==> src/rtl/txr_pkg.sv <==
// Package: shared constants and types for the transmit ring engine.
// Assumes little-endian 16-byte descriptors and word-indexed registers.
package txr_pkg;
    localparam int DESC_BYTES = 16;
    localparam int PTR_W      = 64;
    localparam int STAT_OFS   = 12;
    localparam int MIN_RING   = 128;

    // register word indices
    localparam logic [3:0] RG_CTRL    = 4'd0;
    localparam logic [3:0] RG_BASE_LO = 4'd1;
    localparam logic [3:0] RG_BASE_HI = 4'd2;
    localparam logic [3:0] RG_LEN     = 4'd3;
    localparam logic [3:0] RG_HEAD    = 4'd4;
    localparam logic [3:0] RG_TAIL    = 4'd5;

    // control bits
    localparam int CT_EN   = 0;
    localparam int CT_GRAN = 1;

    // command byte bits
    localparam int CB_EOP  = 0;
    localparam int CB_FCS  = 1;
    localparam int CB_RS   = 3;
    localparam int CB_EXT  = 5;

    typedef enum logic [2:0] {
        S_IDLE, S_REQ, S_WAIT, S_SEND, S_CPL, S_WB
    } fsm_t;

    typedef struct packed {
        logic [PTR_W-1:0] addr;
        logic [15:0]      len;
        logic [7:0]       cmd;
    } desc_t;
endpackage

==> src/rtl/txr_regs.sv <==
// Module: txr_regs
// Register file for the ring: control, base, length, head and tail.
// Assumes head_adv is only raised while the ring is non-empty.
module txr_regs
    import txr_pkg::*;
#(
    parameter int IDX_W = 12
) (
    input  logic              clk,
    input  logic              rst_n,
    input  logic              reg_wr,
    input  logic [3:0]        reg_addr,
    input  logic [31:0]       reg_wdata,
    output logic [31:0]       reg_rdata,
    input  logic              head_adv,
    output logic              enable,
    output logic              gran,
    output logic [PTR_W-1:0]  base,
    output logic [IDX_W-1:0]  count,
    output logic [IDX_W-1:0]  head,
    output logic [IDX_W-1:0]  tail
);
    localparam int LEN_W = IDX_W + 4;

    logic [LEN_W-1:0] len_q;
    logic             len_ok;
    logic             tail_ok;
    logic             wr_len;
    logic [IDX_W-1:0] head_next;

    assign count   = len_q[LEN_W-1:4];
    assign len_ok  = ((reg_wdata >> LEN_W) == 32'd0) &&
                     (reg_wdata[LEN_W-1:0] >= LEN_W'(MIN_RING));
    assign tail_ok = reg_wdata < 32'(count);
    assign wr_len  = reg_wr && reg_addr == RG_LEN && len_ok;

    // next head index with wrap at the ring end
    always_comb begin
        if (head == count - 1'b1) head_next = '0;
        else                      head_next = head + 1'b1;
    end

    // control, base and length registers
    always_ff @(posedge clk) begin
        if (!rst_n) begin
            enable <= 1'b0;
            gran   <= 1'b0;
            base   <= '0;
            len_q  <= '0;
        end else if (reg_wr) begin
            case (reg_addr)
                RG_CTRL: begin
                    enable <= reg_wdata[CT_EN];
                    gran   <= reg_wdata[CT_GRAN];
                end
                RG_BASE_LO: base[31:0]  <= reg_wdata;
                RG_BASE_HI: base[63:32] <= reg_wdata;
                RG_LEN: if (len_ok) len_q <= {reg_wdata[LEN_W-1:4], 4'b0};
                default: ;
            endcase
        end
    end

    // head index: cleared by length write, else stepped by the engine
    always_ff @(posedge clk) begin
        if (!rst_n)        head <= '0;
        else if (wr_len)   head <= '0;
        else if (head_adv) head <= head_next;
    end

    // tail index: cleared by length write, else software-written when in range
    always_ff @(posedge clk) begin
        if (!rst_n)      tail <= '0;
        else if (wr_len) tail <= '0;
        else if (reg_wr && reg_addr == RG_TAIL && tail_ok)
            tail <= reg_wdata[IDX_W-1:0];
    end

    // read multiplexer
    always_comb begin
        case (reg_addr)
            RG_CTRL:    reg_rdata = {30'd0, gran, enable};
            RG_BASE_LO: reg_rdata = base[31:0];
            RG_BASE_HI: reg_rdata = base[63:32];
            RG_LEN:     reg_rdata = 32'(len_q);
            RG_HEAD:    reg_rdata = 32'(head);
            RG_TAIL:    reg_rdata = 32'(tail);
            default:    reg_rdata = 32'd0;
        endcase
    end

    // indices stay inside the ring
    p_tail_in_ring_r3: assert property (@(posedge clk) disable iff (!rst_n)
        (count != '0) |-> (tail < count));
    p_head_in_ring_r9: assert property (@(posedge clk) disable iff (!rst_n)
        (count != '0) |-> (head < count));
    // head steps by exactly one or wraps to zero
    p_head_step_r9: assert property (@(posedge clk) disable iff (!rst_n)
        (head_adv && !wr_len) |=> (head == '0 || head == IDX_W'($past(head) + 1'b1)));
endmodule

==> src/rtl/txr_decode.sv <==
// Module: txr_decode
// Splits a raw 16-byte descriptor into fields and checks legacy format.
// Purely combinational; assumes little-endian byte order.
module txr_decode
    import txr_pkg::*;
(
    input  logic [8*DESC_BYTES-1:0] raw,
    output desc_t                   fields,
    output logic                    legacy_ok,
    output logic                    report_req
);
    logic unused_bytes;

    // field extraction: bytes 0-7 address, 8-9 length, 11 command
    always_comb begin
        fields.addr = raw[63:0];
        fields.len  = raw[79:64];
        fields.cmd  = raw[95:88];
    end

    assign legacy_ok    = ~raw[88 + CB_EXT];
    assign report_req   = raw[88 + CB_RS];
    assign unused_bytes = ^{raw[127:96], raw[87:80]};
endmodule

==> src/rtl/txr_ctrl.sv <==
// Module: txr_ctrl
// Sequencer: fetches the head descriptor, offers it downstream, waits for
// completion, writes status back and retires the slot. Assumes base is
// 16-byte aligned and registers are not rewritten while a slot is in flight.
module txr_ctrl
    import txr_pkg::*;
#(
    parameter int IDX_W = 12
) (
    input  logic                    clk,
    input  logic                    rst_n,
    input  logic                    enable,
    input  logic                    gran,
    input  logic [PTR_W-1:0]        base,
    input  logic [IDX_W-1:0]        count,
    input  logic [IDX_W-1:0]        head,
    input  logic [IDX_W-1:0]        tail,
    output logic                    rd_req_valid,
    input  logic                    rd_req_ready,
    output logic [PTR_W-1:0]        rd_req_addr,
    input  logic                    rd_rsp_valid,
    input  logic [8*DESC_BYTES-1:0] rd_rsp_data,
    output logic                    tx_valid,
    input  logic                    tx_ready,
    output logic [PTR_W-1:0]        tx_buf_addr,
    output logic [15:0]             tx_len,
    output logic [7:0]              tx_cmd,
    output logic                    tx_eop,
    output logic                    tx_ins_fcs,
    input  logic                    cpl_valid,
    input  logic                    cpl_excess_col,
    input  logic                    cpl_late_col,
    output logic                    wr_valid,
    input  logic                    wr_ready,
    output logic [PTR_W-1:0]        wr_addr,
    output logic [7:0]              wr_data,
    output logic                    head_adv,
    output logic                    desc_err
);
    fsm_t             state, state_d;
    desc_t            dec, cur;
    logic             dec_legacy, dec_rs;
    logic             err_q, rs_q;
    logic [7:0]       stat_q;
    logic             capture, adv_err, load_cpl, load_ext;
    logic [PTR_W-1:0] slot_addr;

    txr_decode u_dec (
        .raw        (rd_rsp_data),
        .fields     (dec),
        .legacy_ok  (dec_legacy),
        .report_req (dec_rs)
    );

    assign slot_addr    = base + (PTR_W'(head) << 4);
    assign rd_req_addr  = slot_addr;
    assign wr_addr      = slot_addr + PTR_W'(STAT_OFS);
    assign rd_req_valid = (state == S_REQ);
    assign tx_valid     = (state == S_SEND);
    assign wr_valid     = (state == S_WB);
    assign wr_data      = stat_q;
    assign tx_buf_addr  = cur.addr;
    assign tx_len       = cur.len;
    assign tx_cmd       = cur.cmd;
    assign tx_eop       = cur.cmd[CB_EOP];
    assign tx_ins_fcs   = cur.cmd[CB_EOP] & cur.cmd[CB_FCS];

    // next-state, retire and capture decisions
    always_comb begin
        state_d  = state;
        head_adv = 1'b0;
        adv_err  = 1'b0;
        capture  = 1'b0;
        load_cpl = 1'b0;
        load_ext = 1'b0;
        case (state)
            S_IDLE: if (enable && count != '0 && head != tail) state_d = S_REQ;
            S_REQ:  if (rd_req_ready) state_d = S_WAIT;
            S_WAIT: if (rd_rsp_valid) begin
                capture = 1'b1;
                if (!dec_legacy) begin
                    load_ext = 1'b1;
                    if (dec_rs || gran) state_d = S_WB;
                    else begin
                        head_adv = 1'b1;
                        adv_err  = 1'b1;
                        state_d  = S_IDLE;
                    end
                end else state_d = S_SEND;
            end
            S_SEND: if (tx_ready) state_d = S_CPL;
            S_CPL:  if (cpl_valid) begin
                load_cpl = 1'b1;
                if (rs_q || gran) state_d = S_WB;
                else begin
                    head_adv = 1'b1;
                    state_d  = S_IDLE;
                end
            end
            S_WB:   if (wr_ready) begin
                head_adv = 1'b1;
                adv_err  = err_q;
                state_d  = S_IDLE;
            end
            default: state_d = S_IDLE;
        endcase
    end

    // state register and error pulse
    always_ff @(posedge clk) begin
        if (!rst_n) begin
            state    <= S_IDLE;
            desc_err <= 1'b0;
        end else begin
            state    <= state_d;
            desc_err <= head_adv && adv_err;
        end
    end

    // descriptor capture and status byte assembly
    always_ff @(posedge clk) begin
        if (!rst_n) begin
            cur    <= '0;
            err_q  <= 1'b0;
            rs_q   <= 1'b0;
            stat_q <= 8'd0;
        end else begin
            if (capture) begin
                cur   <= dec;
                err_q <= ~dec_legacy;
                rs_q  <= dec_rs;
            end
            if (load_ext) stat_q <= 8'h01;
            if (load_cpl) stat_q <= {5'd0, cpl_late_col, cpl_excess_col, 1'b1};
        end
    end

    // a pending read holds its address until accepted
    p_req_hold_r4: assert property (@(posedge clk) disable iff (!rst_n)
        (rd_req_valid && !rd_req_ready) |=> (rd_req_valid && $stable(rd_req_addr)));
    // a read starts only when enabled and the ring holds work
    p_fetch_gate_r4: assert property (@(posedge clk) disable iff (!rst_n)
        $rose(rd_req_valid) |-> (enable && head != tail));
    // an extended-format descriptor is never offered downstream
    p_ext_blocked_r6: assert property (@(posedge clk) disable iff (!rst_n)
        (state == S_WAIT && rd_rsp_valid && rd_rsp_data[88 + CB_EXT]) |=> !tx_valid);
    // every status write carries the done bit
    p_wb_done_r7: assert property (@(posedge clk) disable iff (!rst_n)
        wr_valid |-> wr_data[0]);
    // offered fields stay stable until accepted
    p_tx_hold_r5: assert property (@(posedge clk) disable iff (!rst_n)
        (tx_valid && !tx_ready) |=> (tx_valid && $stable(tx_buf_addr) && $stable(tx_len)));
endmodule

==> src/rtl/txring_engine.sv <==
// Module: txring_engine
// Top of the transmit descriptor ring engine: joins the register file and
// the sequencer. Assumes one memory read in flight at a time.
module txring_engine
    import txr_pkg::*;
#(
    parameter int IDX_W = 12
) (
    input  logic                    clk,
    input  logic                    rst_n,
    input  logic                    reg_wr,
    input  logic [3:0]              reg_addr,
    input  logic [31:0]             reg_wdata,
    output logic [31:0]             reg_rdata,
    output logic                    rd_req_valid,
    input  logic                    rd_req_ready,
    output logic [PTR_W-1:0]        rd_req_addr,
    input  logic                    rd_rsp_valid,
    input  logic [8*DESC_BYTES-1:0] rd_rsp_data,
    output logic                    tx_valid,
    input  logic                    tx_ready,
    output logic [PTR_W-1:0]        tx_buf_addr,
    output logic [15:0]             tx_len,
    output logic [7:0]              tx_cmd,
    output logic                    tx_eop,
    output logic                    tx_ins_fcs,
    input  logic                    cpl_valid,
    input  logic                    cpl_excess_col,
    input  logic                    cpl_late_col,
    output logic                    wr_valid,
    input  logic                    wr_ready,
    output logic [PTR_W-1:0]        wr_addr,
    output logic [7:0]              wr_data,
    output logic                    desc_err
);
    logic             enable, gran, head_adv;
    logic [PTR_W-1:0] base;
    logic [IDX_W-1:0] count, head, tail;

    txr_regs #(.IDX_W(IDX_W)) u_regs (
        .clk       (clk),
        .rst_n     (rst_n),
        .reg_wr    (reg_wr),
        .reg_addr  (reg_addr),
        .reg_wdata (reg_wdata),
        .reg_rdata (reg_rdata),
        .head_adv  (head_adv),
        .enable    (enable),
        .gran      (gran),
        .base      (base),
        .count     (count),
        .head      (head),
        .tail      (tail)
    );

    txr_ctrl #(.IDX_W(IDX_W)) u_ctrl (
        .clk            (clk),
        .rst_n          (rst_n),
        .enable         (enable),
        .gran           (gran),
        .base           (base),
        .count          (count),
        .head           (head),
        .tail           (tail),
        .rd_req_valid   (rd_req_valid),
        .rd_req_ready   (rd_req_ready),
        .rd_req_addr    (rd_req_addr),
        .rd_rsp_valid   (rd_rsp_valid),
        .rd_rsp_data    (rd_rsp_data),
        .tx_valid       (tx_valid),
        .tx_ready       (tx_ready),
        .tx_buf_addr    (tx_buf_addr),
        .tx_len         (tx_len),
        .tx_cmd         (tx_cmd),
        .tx_eop         (tx_eop),
        .tx_ins_fcs     (tx_ins_fcs),
        .cpl_valid      (cpl_valid),
        .cpl_excess_col (cpl_excess_col),
        .cpl_late_col   (cpl_late_col),
        .wr_valid       (wr_valid),
        .wr_ready       (wr_ready),
        .wr_addr        (wr_addr),
        .wr_data        (wr_data),
        .head_adv       (head_adv),
        .desc_err       (desc_err)
    );

    // no outward request is raised while in reset
    p_quiet_reset_r1: assert property (@(posedge clk)
        !rst_n |=> (!rd_req_valid && !tx_valid && !wr_valid));
endmodule

==> config.mk <==
export PLATFORM = sky130hd
export DESIGN_NAME = txring_engine
export DESIGN_NICKNAME = d
export VERILOG_FILES = /design/src/rtl/txr_pkg.sv /design/src/rtl/txr_regs.sv /design/src/rtl/txr_decode.sv /design/src/rtl/txr_ctrl.sv /design/src/rtl/txring_engine.sv
export SDC_FILE = /design/constraint.sdc
export NUM_CORES = 1
export LEC_CHECK = 0
export BUFFER_PORTS_ARGS = -buffer_cell sky130_fd_sc_hd__buf_4
export CAP_MARGIN = 10
export CORE_MARGIN = 10
export CORE_UTILIZATION = 55
export DETAILED_ROUTE_END_ITERATION = 10
export PLACE_DENSITY = 0.88
export SYNTH_ARGS = -nofsm -noshare
export SYNTH_HDL_FRONTEND = slang
export SYNTH_SLANG_ARGS = --single-unit
export TNS_END_PERCENT = 30
==> constraint.sdc <==
create_clock -name clk -period 5.9 [get_ports clk]
set_clock_uncertainty 0.15 [all_clocks]
set_input_delay 0.295 -clock clk [delete_from_list [all_inputs] [get_ports clk]]
set_output_delay 0.295 -clock clk [all_outputs]
set_load 0.01 [all_outputs]
**Word level (Yosys, flattened, before mapping)**

Cells that the tools add are included.

- Register bits: 199
- Input bits: 174
- Output and inout bits: 262
- Logic and storage cells: 92

- Add/subtract/negate cells: 4
- $lt $le $gt $ge: 2
- Equal/unequal tests: 18
- Muxes and demuxes: 30
- Bitwise operators: 2
- Reductions and logical operators: 21

Operator list:

| cell | count |
|---|---|
| case mux 32 bit (6 select lines) | 1 |
| adder 64 x 16 -> 64 bit | 1 |
| adder 64 x 4 -> 64 bit, second input constant | 1 |
| two-way mux 3 bit | 11 |
| zero test 32 bit | 1 |
| less-than comparator 32 x 12 -> 1 bit | 1 |
| case mux 3 bit (6 select lines) | 1 |
| greater-or-equal comparator 16 x 8 -> 1 bit, second input constant | 1 |
| two-way mux 1 bit | 14 |
| adder 12 x 1 -> 12 bit, second input constant | 1 |
| == test 12 bit | 1 |
| two-way mux 12 bit | 1 |
| != test 12 bit | 1 |
| nonzero test 12 bit | 1 |
| subtractor 12 x 1 -> 12 bit, second input constant | 1 |
| == test 4 x 2 -> 1 bit, second input constant | 2 |
| == test 4 x 3 -> 1 bit, second input constant | 2 |
| logical AND 1 bit | 8 |
| != test 2 x 1 -> 1 bit, second input constant | 4 |
| == test 3 x 2 -> 1 bit, second input constant | 2 |
| == test 3 bit, second input constant | 2 |
| AND reduction 2 bit | 3 |
| AND reduction 6 bit | 1 |
| == test 4 x 1 -> 1 bit, second input constant | 1 |
| other kinds (12) | 14 |

**Logic depth before layout (Yosys ltp)**

Gate-level depths: netlist of run 1.

- Depth in word-level cells: 6
- Mapped depth: 15
- Gate-level depth less buffers: 14

**Modules after synthesis**

From an unflattened synthesis of run 1, not the netlist that was laid out.

- Cells, all modules: 1701
- Area, all modules: 13201.4 µm²

By module, submodules not included:

| module | instances | cells each | area each (µm²) | sequential area each (µm²) |
|---|---|---|---|---|
| txr_ctrl | 1 | 995 | 7379.6 | 1941.9 |
| txr_regs | 1 | 616 | 5149.9 | 2042.0 |
| txr_decode | 1 | 90 | 671.9 | 0.0 |

**Least setup slack after synthesis of run 1**

Ideal clock, no wire load.

- Path kind: flip-flop to output port
- From: register u_regs.head[1]
- To: output wr_addr[60]
- Data arrival time: 3.655 ns
- Setup slack: 1.800 ns
- Cell stages (with the launch flop): 15
- Path buffers: 2
- Cells stage by stage: dfxtp_1 -> inv_1 -> fa_1 -> nand2b_1 -> a21oi_1 -> a211oi_2 -> o211a_4 -> buf_6 -> buf_6 -> nor4_1 -> mux2i_1 -> nand4_1 -> or3_1 -> nor4_2 -> xnor2_1

- Word-level cells in the longest chain between the ends: 2

Ends and longest elaborated chain:

| element | RTL line | RTL |
|---|---|---|
| start, declared | txr_regs.sv:20 | `output logic [IDX_W-1:0] head,` |
| start signal, assigned | txr_regs.sv:68 | `else if (head_adv) head <= head_next;` |
| adder 64 x 16 -> 64 bit | txr_ctrl.sv:55 | `assign slot_addr = base + (PTR_W'(head) << 4);` |
| adder 64 x 4 -> 64 bit | txr_ctrl.sv:57 | `assign wr_addr = slot_addr + PTR_W'(STAT_OFS);` |
| end, declared | txring_engine.sv:32 | `output logic [PTR_W-1:0] wr_addr,` |

No other way between the ends.

**Final worst setup path of run 1**

- From: register u_regs.head[9]
- To: output wr_addr[63]

Same word-level chain as after synthesis.

==> metrics, run 1 <==
run status finished, final reports clean; clock-pin slew on the worst setup and hold paths 0.08 ns; WP data required between 5 and 6 ns; Tot Pwr around 2.8 mW; CTS tree yes; post-place instance area roughly 15000 sq um; VDD IR max 224 uV; worst setup margin between 0.5 and 0.6 ns; Rows 55; critical path type flop to output pin; final hold vios 0; DRT Pass-1 Iters 6; CP arrival about 4.9 ns; H-tree depth 4; CTS resizes 0; drt via density about 6.1; grt total ovfl 0; Hold Worst Slack 0.00230 ns; crit share post-route 0.910; die area around 29000 sq um; mean post-synth cell area 7.86 sq um; DP Cell Count about 2200; Layout Utilization 0.762; PD cells ~160 nW/um^2; Routed Antenna Nets 0; largest net degree at the start of global routing 99; Fmax 186 MHz; Inserted Clock Buffers 17; Final Instance Area 17200 sq um; wire length per cell between 20 and 25 um; io pins between 400 and 500; Post-synth EDFFs 0; IO buf count 390; CP endpoint kind output pin; first-pass GRT wire length about 79 mm; Clock Latency Late Sink around 0.45 ns; DRT iter0 DRCs between 1000 and 1500; # setup viols final 0; CTS Buffer Depth 2; DRC viols 0; Post-Synthesis Cell Area roughly 13000 sq um; ys async rst share 0; RSZ-0062 raised after global routing no; slew margin rel. 0.154; Crit Path Max Fanout 24; die height 171 um; Routed WL between 50 and 60 mm; Total Routing Usage GR 0.340; Final #Nets around 2200; top_reg_cell synth dfxtp_1; layout overhead on the synthesized area 36.6%; number of global-route vias before repair approximately 14000; antenna violations before repair 4; Non-Filler Instances approximately 2300; Core Footprint ~23000 sq um; TritonCTS Sinks 197; Pins Over Slew Limit 0; final setup TNS 0 ns; clock period minus worst slack 5.37 ns; layout cells sized above 1 0.243; maxcap violations 0; sequential area share after synthesis 0.313; worst slew pin tran approximately 1.3 ns; Syn. warnings 0; Starting Density 0.558; synthesized flop and latch total slightly below 200; P_leak between 7 and 8 nW; vias 14100; Die X 171 um; CP Launch Type flop; clock root cell clkbuf_16; Yosys cell types 92; gp weighted congestion between 0.9 and 1; HPWL after DPL 36.6 mm; pre-CTS setup slack 1.14 ns; HP Class input port to flop; Syn Inst Count ~1600
==> critical path, cell delays in order (launching register included) <==
cell     delay, ns
dfxtp_1       0.56
ha_1          0.38
a21oi_1       0.22
nor2b_1       0.06
o21ai_0       0.58
o211a_4       0.54
xnor2_2       0.20
nand3_1       0.29
nor4_2        0.49
nand4_1       0.38
nor4b_2       0.38
xor2_1        0.22
buf_4         0.16
==> logic make-up after synthesis <==
group / Yosys count / share of synthesized area
adder cells (fa/ha/maj): 28 / 0.0284
XOR/XNOR: 149 / 0.106
flip-flops: 197 / 0.313
other: 1 / 0.000298
AO/OA/AOI/OAI: 307 / 0.189
buffers and inverters: 171 / 0.0574
AND/OR/NAND/NOR: 721 / 0.285
multiplexers: 27 / 0.0216
==> per-layer routing <==
metal  track usage  vias to the layer above  share of wire
met2         0.576                      975           0.48
li1              -                     6333              -
met4         0.177                        0          0.056
met1         0.385                     6591           0.36
met3        0.0908                      176           0.11
met5             0                        -              0
==> flip-flops by register name, summed over array words and instances (netlist names) <==
register            flops
u_ctrl.desc_err         1
u_ctrl.state            3
u_ctrl.tx_buf_addr     64
u_ctrl.tx_cmd           8
u_ctrl.tx_len          16
u_ctrl.wr_data          3
u_regs.base            64
u_regs.enable           1
u_regs.gran             1
u_regs.head            12
u_regs.len_q           12
u_regs.tail            12
==> cell type report <==
| class | instances | area, sq um |
|---|---|---|
| well taps | 285 | 357 |
| repair buffers | 515 | 4140 |
| fillers | 1588 | 5370 |
| clock inverters | 14 | 155 |
| clock buffers | 18 | 439 |
| diodes | 4 | 10.0 |
| inverters | 54 | 203 |
| multi-input cells | 1237 | 7950 |
| flip-flops and latches | 197 | 3940 |
==> repair_timing <==
action	4_1_cts	5_1_grt
hold buffers	111	0
endpoints found under the hold margin	135	0
setup buffers	0	0
==> synthesized netlist by cell type (7+ instances only) <==
cell type	number	area share
a21boi_0	158	0.094
a21o_1	10	0.0060
a21oi_1	16	0.0064
a22o_1	17	0.012
a22oi_1	20	0.012
and2_1	13	0.0065
and3_1	13	0.0065
buf_4	16	0.0095
clkbuf_1	92	0.027
dfxtp_1	197	0.31
ha_1	27	0.027
inv_1	53	0.016
mux2i_1	26	0.021
nand2_1	380	0.11
nand2b_1	8	0.0040
nand3_1	43	0.017
nand4_1	32	0.016
nor2_1	77	0.023
nor2b_1	23	0.011
nor3_1	30	0.012
nor3b_1	9	0.0054
nor4_1	23	0.011
nor4_2	7	0.0070
o21a_1	8	0.0048
o21ai_0	13	0.0052
o21ai_1	7	0.0028
or3_1	9	0.0045
xnor2_1	94	0.065
xor2_1	51	0.035
==> power by group <==
part           total [mW]  internal [mW]  leakage, nW  switching (mW)
clock                1.17          0.580        0.289           0.591
combinational       0.277          0.155         5.43           0.122
sequential           1.35           1.33         1.59          0.0113
==> final timing paths <==
path                            cells past startpoint  slack (ns)                    from                      to
worst max-delay path                               12        0.53          u_regs.head[9]             wr_addr[63]
worst min register to register                      2        0.32  u_ctrl.tx_buf_addr[34]  u_ctrl.tx_buf_addr[34]
worst max register to register                     10        2.43         u_ctrl.state[1]          u_regs.head[9]
worst min-delay path                                3       0.002         rd_rsp_data[91]        u_ctrl.tx_cmd[3]
==> cells in the final DEF (no fill, tap or decap), types with 6 or more instances in the layout <==
master | synthesis | routed
and2_1 | 13 | 12
mux2i_1 | 26 | 26
inv_1 | 53 | 53
dfxtp_1 | 197 | 197
a21oi_1 | 16 | 16
ha_1 | 27 | 27
buf_4 | 16 | 404
nor3b_1 | 9 | 9
or3_1 | 9 | 9
o21ai_1 | 7 | 7
a22o_1 | 17 | 17
nand3_1 | 43 | 43
o21ai_0 | 13 | 13
a21boi_0 | 158 | 158
nand3b_1 | 6 | 6
nor4_2 | 7 | 7
nand4_1 | 32 | 32
o21a_1 | 8 | 8
nor2b_1 | 23 | 23
and3_1 | 13 | 13
nor3_1 | 30 | 30
a21o_1 | 10 | 10
a22oi_1 | 20 | 20
clkbuf_16 | 0 | 17
nand2_1 | 380 | 379
dlygate4sd3_1 | 0 | 111
nor4_1 | 23 | 23
or2_2 | 6 | 6
xor2_1 | 51 | 51
a211oi_1 | 6 | 6
xnor2_1 | 94 | 94
nor2_1 | 77 | 77
nand2b_1 | 8 | 8
No activity file was read; power rests on OpenSTA's default activity.
==> run 2, diff against run 1 <==
--- a/config.mk
+++ b/config.mk
@@ -10,6 +10,7 @@
 export CORE_MARGIN = 10
 export CORE_UTILIZATION = 55
 export DETAILED_ROUTE_END_ITERATION = 10
+export HOLD_SLACK_MARGIN = 0.03
 export PLACE_DENSITY = 0.88
 export SYNTH_ARGS = -nofsm -noshare
 export SYNTH_HDL_FRONTEND = slang
==> run 2 against run 1 <==
Net effect: count of clock-buffer cells in the layout unchanged; die area unchanged; worst hold slack improved by 0.042 ns; sequential share of layout area fell by 0.13 points; global-route usage down 0.20 points; first-iteration DRC count fell by 7.1%; register-to-register slack gained 0.06 ns; total power increased by 0.27%; maximum frequency is 0.46% higher; combinational power rose by 2%; critical path type unchanged.
==> metrics, run 2 (synthesized netlist as in run 1, its figures left out) <==
PD cells between 150 and 200 nW/um^2; GR peak layer met2; vias around 14000; TritonCTS Sinks between 150 and 200; most common cell after layout, fill and taps aside buf_4; die area ~29000 sq um; Inserted Clock Buffers 17; RSZ-0062 raised after global routing no; HPWL after DPL between 30 and 40 mm; Crit Path Max Fanout 24; Sequential Area 3940 sq um; maxcap violations 0; gp weighted congestion just under 1; VDD IR max between 200 and 250 uV; Clock Latency Late Sink 0.45 ns; WP data required ~5.5 ns; DRT Pass-1 Iters 6; clock root cell clkbuf_16; fillcell total 1574; die height 171 um; final hold vios 0; wire length per cell 22.1 um; CTS tree yes; io pins 436; multi-input logic area just under 8000 sq um; WHS Path Cells 3; drt via density about 6; clock period minus worst slack 5.34 ns; CP arrival a little under 5 ns; # setup viols final 0; layout cells sized above 1 0.242; critical path type flop to output pin; HP Class input port to flop; Final #Nets approximately 2200; met1 GRT Util 0.381; largest net degree at the start of global routing 99; H-tree depth 4; CTS Buffer Depth 2; DRC viols 0; final setup TNS 0 ns; CP endpoint kind output pin; clock-pin slew on the worst setup and hold paths approximately 0.080 ns; Routed WL 51.6 mm; Starting Density 0.558; first-pass GRT wire length 78.7 mm; number of global-route vias before repair roughly 14000; post-place instance area around 15000 sq um; grt total ovfl 0; crit share post-route 0.906; Final Instance Area 17300 sq um; antenna violations before repair 1; DRT iter0 DRCs around 1300; Tot Pwr around 2.8 mW; commonest non-fill, non-tap cells in the layout buf_4, nand2_1, dfxtp_1; run status finished, final reports clean; P_leak between 7 and 8 nW; worst slew pin tran between 1 and 1.5 ns; layout overhead on the synthesized area 37.4%; Routed Antenna Nets 0; Core Footprint 22600 sq um; GR Util met2 0.560; Rows between 50 and 60; met3 Use GR 0.0887; Setup Buffers After CTS 0; Pins Over Slew Limit 0; slew margin rel. 0.164; Worst R2R Path Depth 10; CP Launch Type flop; Total Routing Usage GR 0.338; Die X ~170 um; IO buf count 390; Fmax 187 MHz
[run 2: cell count changes in the layout (fill, tap and decap cells not counted)]
cell / change
dlygate4sd3_1: +10
[run 2: timing repair]
item	4_1_cts	5_1_grt
resized for setup	0	0
hold endpoints to repair	169	0
hold buffers	121	0
[run 2: stage by stage]
| step | hold WS, ns | instances | util | worst slack, ns |
|---|---|---|---|---|
| floorplan | 0.289 | 1605 | - | 1.80 |
| global route | 0.0635 | 2331 | 0.766 | 0.234 |
| detailed placement | 0.309 | 2177 | 0.686 | 1.14 |
| CTS | 0.0395 | 2330 | 0.766 | 0.629 |
| finish | 0.0448 | 2334 | 0.766 | 0.557 |
| global placement | 0.302 | 2177 | 0.686 | 1.22 |
[run 2: path summary, 6_finish.rpt]
path | startpoint | end | slack, ns
setup / recovery | u_regs.head[9] | wr_addr[63] | 0.56
setup reg to reg | u_ctrl.state[1] | u_regs.head[9] | 2.49
hold reg to reg | u_ctrl.tx_len[15] | u_ctrl.tx_len[15] | 0.32
hold / removal | rd_rsp_data[93] | u_ctrl.desc_err | 0.04
[run 2: per-layer routing]
metal | up-vias | wire (um)
met1 | 6538 | 18300
met3 | 187 | 5650
met5 | - | 0
met4 | 0 | 3270
met2 | 931 | 24400
li1 | 6343 | -
[run 2: cell type report]
class                           instances  area share
Tap cell                              285      0.0206
Timing Repair Buffer                  525       0.245
Clock inverter                         14     0.00897
Antenna cell                            4    0.000579
Sequential cell                       197       0.228
Clock buffer                           18      0.0254
Inverter                               54      0.0117
Multi-Input combinational cell       1237       0.459
[run 2: where the power goes]
group | switching, mW | internal, mW
registers | 0.0113 | 1.33
clock network | 0.592 | 0.580
logic | 0.123 | 0.160
total | 0.726 | 2.07
[run 2: critical path: stages (launching register included)]
cell	delay, ns
dfxtp_1	0.56
ha_1	0.38
a21oi_1	0.23
nor2b_1	0.07
o21ai_0	0.59
o211a_4	0.54
xnor2_2	0.20
nand3_1	0.29
nor4_2	0.49
nand4_1	0.38
nor4b_2	0.38
xor2_1	0.20
buf_4	0.15
